[config.mk]
export PLATFORM = sky130hd
export DESIGN_NAME = isqrt_odd
export DESIGN_NICKNAME = d
export VERILOG_FILES = /design/src/rtl/isqrt_pkg.sv /design/src/rtl/isqrt_ldreg.sv /design/src/rtl/isqrt_ctrl.sv /design/src/rtl/isqrt_dpath.sv /design/src/rtl/isqrt_odd.sv
export SDC_FILE = /design/constraint.sdc
export NUM_CORES = 1
export LEC_CHECK = 0
export ABC_AREA = 1
export BUFFER_PORTS_ARGS = -buffer_cell sky130_fd_sc_hd__clkbuf_2
export CAP_MARGIN = 15
export CORE_ASPECT_RATIO = 0.7
export CORE_UTILIZATION = 59
export DETAILED_ROUTE_END_ITERATION = 12
export PLACE_DENSITY = 0.81
export SYNTH_ARGS = -nofsm -noshare
export SYNTH_HDL_FRONTEND = slang
export SYNTH_HIERARCHICAL = 1
export SYNTH_SLANG_ARGS = --single-unit
[constraint.sdc]
create_clock -name clk -period 2.2 [get_ports clk]
set_input_delay 0.33 -clock clk [delete_from_list [all_inputs] [get_ports clk]]
set_output_delay 0.33 -clock clk [all_outputs]
set_load 0.02 [all_outputs]
[src/rtl/isqrt_pkg.sv]
package isqrt_pkg;
  typedef enum logic [1:0] {
    ST_IDLE = 2'b00,
    ST_TEST = 2'b01,
    ST_STEP = 2'b10,
    ST_FIN  = 2'b11
  } isqrt_state_t;
endpackage

[src/rtl/isqrt_ldreg.sv]
module isqrt_ldreg #(
  parameter int W = 8,
  parameter logic [W-1:0] INIT = '0
) (
  input  logic         clk,
  input  logic         clr,
  input  logic         ld,
  input  logic [W-1:0] d,
  output logic [W-1:0] q
);
  always_ff @(posedge clk) begin
    if (clr)
      q <= INIT;
    else if (ld)
      q <= d;
  end
endmodule

[src/rtl/isqrt_ctrl.sv]
module isqrt_ctrl
  import isqrt_pkg::*;
(
  input  logic clk,
  input  logic clr,
  input  logic go,
  input  logic le_flag,
  output logic ld_rad,
  output logic ld_step,
  output logic ld_out
);
  isqrt_state_t st, st_nx;

  always_ff @(posedge clk) begin
    if (clr)
      st <= ST_IDLE;
    else
      st <= st_nx;
  end

  // next-state logic
  always_comb begin
    case (st)
      ST_IDLE: st_nx = go ? ST_TEST : ST_IDLE;
      ST_TEST: st_nx = le_flag ? ST_STEP : ST_FIN;
      ST_STEP: st_nx = ST_TEST;
      ST_FIN:  st_nx = ST_FIN;
      default: st_nx = ST_IDLE;
    endcase
  end

  // Moore outputs, a function of state only
  always_comb begin
    ld_rad  = 1'b0;
    ld_step = 1'b0;
    ld_out  = 1'b0;
    case (st)
      ST_IDLE: ld_rad  = 1'b1;
      ST_TEST: ;
      ST_STEP: ld_step = 1'b1;
      ST_FIN:  ld_out  = 1'b1;
      default: ;
    endcase
  end

  // idle waits for go
  a_r5_idle_wait: assert property (@(posedge clk) disable iff (clr)
    (st == ST_IDLE && !go) |=> (st == ST_IDLE));

  // every update step is followed by a compare
  a_r3_step_returns: assert property (@(posedge clk) disable iff (clr)
    (st == ST_STEP) |=> (st == ST_TEST));

  // final state is left only by clear
  a_r6_final_sticky: assert property (@(posedge clk) disable iff (clr)
    (st == ST_FIN) |=> (st == ST_FIN));
endmodule

[src/rtl/isqrt_dpath.sv]
module isqrt_dpath #(
  parameter int RAD_W = 8,
  localparam int ROOT_W  = RAD_W / 2,
  localparam int DELTA_W = ROOT_W + 1,
  localparam int SQ_W    = RAD_W + 1
) (
  input  logic              clk,
  input  logic              clr,
  input  logic              ld_rad,
  input  logic              ld_step,
  input  logic              ld_out,
  input  logic [RAD_W-1:0]  radicand,
  output logic              le_flag,
  output logic [ROOT_W-1:0] root
);
  localparam logic [SQ_W-1:0]    SQ_INIT = SQ_W'(1);
  localparam logic [DELTA_W-1:0] DL_INIT = DELTA_W'(3);

  logic [RAD_W-1:0]   rad_q;
  logic [SQ_W-1:0]    sq_q, sq_d;
  logic [DELTA_W-1:0] dl_q, dl_d;
  logic [ROOT_W-1:0]  root_d;
  logic               sd_ld;

  // idle reloads the starting values, update loads the sums
  assign sd_ld  = ld_rad | ld_step;
  assign sq_d   = ld_rad ? SQ_INIT : (sq_q + SQ_W'(dl_q));
  assign dl_d   = ld_rad ? DL_INIT : (dl_q + DELTA_W'(2));
  assign le_flag = (sq_q <= {1'b0, rad_q});
  // increment wraps modulo 2^DELTA_W on the last step; the halving
  // and subtraction wrap the same way, so the root stays exact
  assign root_d = dl_q[DELTA_W-1:1] - ROOT_W'(1);

  isqrt_ldreg #(.W(RAD_W), .INIT('0)) u_rad (
    .clk(clk), .clr(clr), .ld(ld_rad), .d(radicand), .q(rad_q));

  isqrt_ldreg #(.W(SQ_W), .INIT(SQ_INIT)) u_sq (
    .clk(clk), .clr(clr), .ld(sd_ld), .d(sq_d), .q(sq_q));

  isqrt_ldreg #(.W(DELTA_W), .INIT(DL_INIT)) u_dl (
    .clk(clk), .clr(clr), .ld(sd_ld), .d(dl_d), .q(dl_q));

  isqrt_ldreg #(.W(ROOT_W), .INIT('0)) u_res (
    .clk(clk), .clr(clr), .ld(ld_out), .d(root_d), .q(root));

  // the increment is always odd
  a_r2_delta_odd: assert property (@(posedge clk) disable iff (clr)
    dl_q[0]);

  // the running square never becomes zero
  a_r2_square_nonzero: assert property (@(posedge clk) disable iff (clr)
    (sq_q != '0));
endmodule

[src/rtl/isqrt_odd.sv]
module isqrt_odd #(
  parameter int RAD_W = 8,
  localparam int ROOT_W = RAD_W / 2
) (
  input  logic              clk,
  input  logic              clr,
  input  logic              go,
  input  logic [RAD_W-1:0]  radicand,
  output logic [ROOT_W-1:0] root,
  output logic              done
);
  logic le_flag, ld_rad, ld_step, ld_out;

  isqrt_ctrl u_ctrl (
    .clk(clk), .clr(clr), .go(go), .le_flag(le_flag),
    .ld_rad(ld_rad), .ld_step(ld_step), .ld_out(ld_out));

  isqrt_dpath #(.RAD_W(RAD_W)) u_dp (
    .clk(clk), .clr(clr), .ld_rad(ld_rad), .ld_step(ld_step),
    .ld_out(ld_out), .radicand(radicand), .le_flag(le_flag), .root(root));

  always_ff @(posedge clk) begin
    if (clr)
      done <= 1'b0;
    else if (ld_out)
      done <= 1'b1;
  end

  // an update step is taken only when the square is within range
  a_r2_step_when_le: assert property (@(posedge clk) disable iff (clr)
    ld_step |-> le_flag);

  // result and flag hold once shown
  a_r6_result_held: assert property (@(posedge clk) disable iff (clr)
    done |=> (done && $stable(root)));
endmodule

==> qor.txt <==
Leak = 1.17 nW
Synth area leaders = dfxtp_1 30%, nand2_1 16%, nor2_1 13%
Resize count post-CTS = 0
Post-DP HPWL = 2640 um
area of the mapped netlist = 1930 sq um
RSZ-0062 raised after global routing = false
Post-Route Utilization = 0.705
Synth top cells by count = 80 x nand2_1, 66 x nor2_1, 56 x inv_1
GPL Wtd Cong = 0.798
Layout area overhead = 7.52%
number of synthesized flops with an enable pin = 0
Die X = 70.4 um
fin crit period = 1710 ps
Overflow after GRT = 0
Slew Limit Fails = 0
CP max stage delay = 390 ps
Die ar. = 3510 sq um
Seq cells post-synth = 29
IO Pins = 16
Final Cell Area = 2080 sq um
postcts setup bufs = 0
root buf cell = clkbuf_8
Crit path required time = 2380 ps
CTS clk-pin slew, worst paths = 70 ps
WL final = 3540 um
FFs w/ async S/R, synth = 0
DR DRC count = 0
GRT Total Usage = 0.232
Post-DRT Antenna Nets = 0
Crit-path slowest cell = fa_1
fin nets = 351
WL/cell = 9.82 um
multi-input logic area = 1050 sq um
sequential area share after synthesis = 0.301
core area = 2940 sq um
vias in the first global route = 1383
Cell Pwr Density = 1050 nW/um^2
top cell type's share of synthesized area = 0.301
CP Launch Type = flop
Rows = 16
fill cell total of the finished layout = 266
Distinct cells, synth = 23
PortBufs = 15
Post-synth top flop = dfxtp_1
Initial Utilization = 0.656
initial antenna violation count = 0
DR vias/cell = 4.59
Tcrit/Tclk final = 0.776
fmax = 0.586 GHz
TritonCTS Buffers = 5
Post-CTS Hold Buffers = 0
measured slew at the worst slew-check pin = 498 ps
total number of vias = 1657
CTS tree = yes
status = completed
pin count of the biggest net entering global routing = 28
clock buffer depth = 2
most frequent cell after synthesis = nand2_1
setup TNS = 0 ps
count of final setup violators = 0
largest area contributor in the netlist = dfxtp_1
CP top delay family = adder cells
relative slew slack = 0.668
H-tree depth = 2
Critical Path AT = 1890 ps
mean post-synth cell area = 6.31 sq um
n_diodes = 0
DRT Pass-1 Iters = 4
final hold slack = 310 ps
worst-path fanout max = 4
Post-Syn Instances = 306
crit end category = flop
max cap viols = 0
clk_lat worst skew = 290 ps
Max VDD drop = 584 uV
Die Ht = 49.9 um
Critical Path Most Common Cell = nand2_1
CP Class = flop to flop
1st-iter DRT viols = 101
worst-path cell chain = ha_1 > fa_1 > nand2_1 > nand2_2 > nand3_1 > nand3_1 > nand2_1 > nor2_1 > inv_1 > nand2_1 > nand2_1 > nor2_1
Area after DPL = 1990 sq um
Reg area = 581 sq um
clk_skew = 5.81 ps
layout cells sized above 1 = 0.132
Yosys Warn Count = 6
Hold Fails Final Rpt = 0
Synthesized Nets = 333
# clock sinks = 29
Buf+Inv Stages, Crit Path = 1
first-pass GRT wire length = 6150 um
type of the tightest min-delay check = input pin to flop
==> final timing paths <==
path | startpoint | end | slack (ps) | depth (start not counted)
hold / removal | clr | u_ctrl/st[1] | 310 | 2
hold reg to reg | u_dp/u_rad/q[2] | u_dp/u_rad/q[2] | 470 | 2
setup / recovery | u_dp/u_sq/q[0] | u_dp/u_sq/q[8] | 490 | 12
setup reg to reg | u_dp/u_sq/q[0] | u_dp/u_sq/q[8] | 490 | 12
==> area by class of cell <==
class | instances | share of cell area
clock buffers | 5 | 0.0332
clock inverters | 3 | 0.00844
inverters | 60 | 0.108
multi-input cells | 211 | 0.505
flip-flops and latches | 29 | 0.280
well taps | 36 | 0.0217
repair buffers | 17 | 0.0434
==> cells by family after synthesis <==
family	after synthesis	synth area share
AO/OA/AOI/OAI	9	0.0233
XOR/XNOR	4	0.0181
adder cells (fa/ha/maj)	16	0.108
buffers and inverters	66	0.156
flip-flops	29	0.301
AND/OR/NAND/NOR	182	0.394
==> state kept, by name, indices dropped and copies added (netlist names) <==
| register | count |
|---|---|
| u_dp/u_sq/q | 9 |
| u_dp/u_rad/q | 8 |
| u_dp/u_dl/q | 5 |
| u_dp/u_res/q | 4 |
| u_ctrl/st | 2 |
| done | 1 |
==> cell usage in the layout (no fill, tap or decap), drive strengths merged <==
| cell | synthesis | routed |
|---|---|---|
| nand2 | 86 | 86 |
| nor2 | 70 | 70 |
| inv | 58 | 58 |
| dfxtp | 29 | 29 |
| clkbuf | 0 | 20 |
| nand3 | 15 | 15 |
| ha | 15 | 15 |
| a21oi | 8 | 8 |
| or2 | 6 | 6 |
| clkinv | 2 | 4 |
| xor2 | 3 | 3 |
| nand4 | 3 | 3 |
| buf | 6 | 2 |
| clkinvlp | 0 | 1 |
| nor3 | 1 | 1 |
| and2 | 1 | 1 |
| o21ai | 1 | 1 |
| xnor2 | 1 | 1 |
| fa | 1 | 1 |
==> power by group <==
| group | internal, W | leakage [nW] | switching [W] |
|---|---|---|---|
| Clock | 0.000218 | 0.0439 | 0.000216 |
| Sequential | 0.000634 | 0.239 | 0.000125 |
| Combinational | 0.000403 | 0.890 | 0.000575 |
| Total | 0.00125 | 1.17 | 0.000916 |
==> metal layers <==
layer	up-vias	wire length [um]	global-route usage
li1	937	-	-
met1	674	1920	0.324
met2	39	1380	0.330
met3	7	177	0.0573
met4	0	72	0.120
met5	-	0	0
==> metrics by stage <==
| step | power, W | instances | worst slack [ps] |
|---|---|---|---|
| 5_1_grt | 0.00239 | 361 | 317 |
| 6_report | 0.00217 | 361 | 492 |
| 4_1_cts | 0.00218 | 361 | 510 |
| 2_1_floorplan | 0.00160 | 306 | 632 |
| 3_3_place_gp | 0.00171 | 353 | 551 |
| 3_5_place_dp | 0.00174 | 353 | 524 |
(Power assumes the default switching activity.)
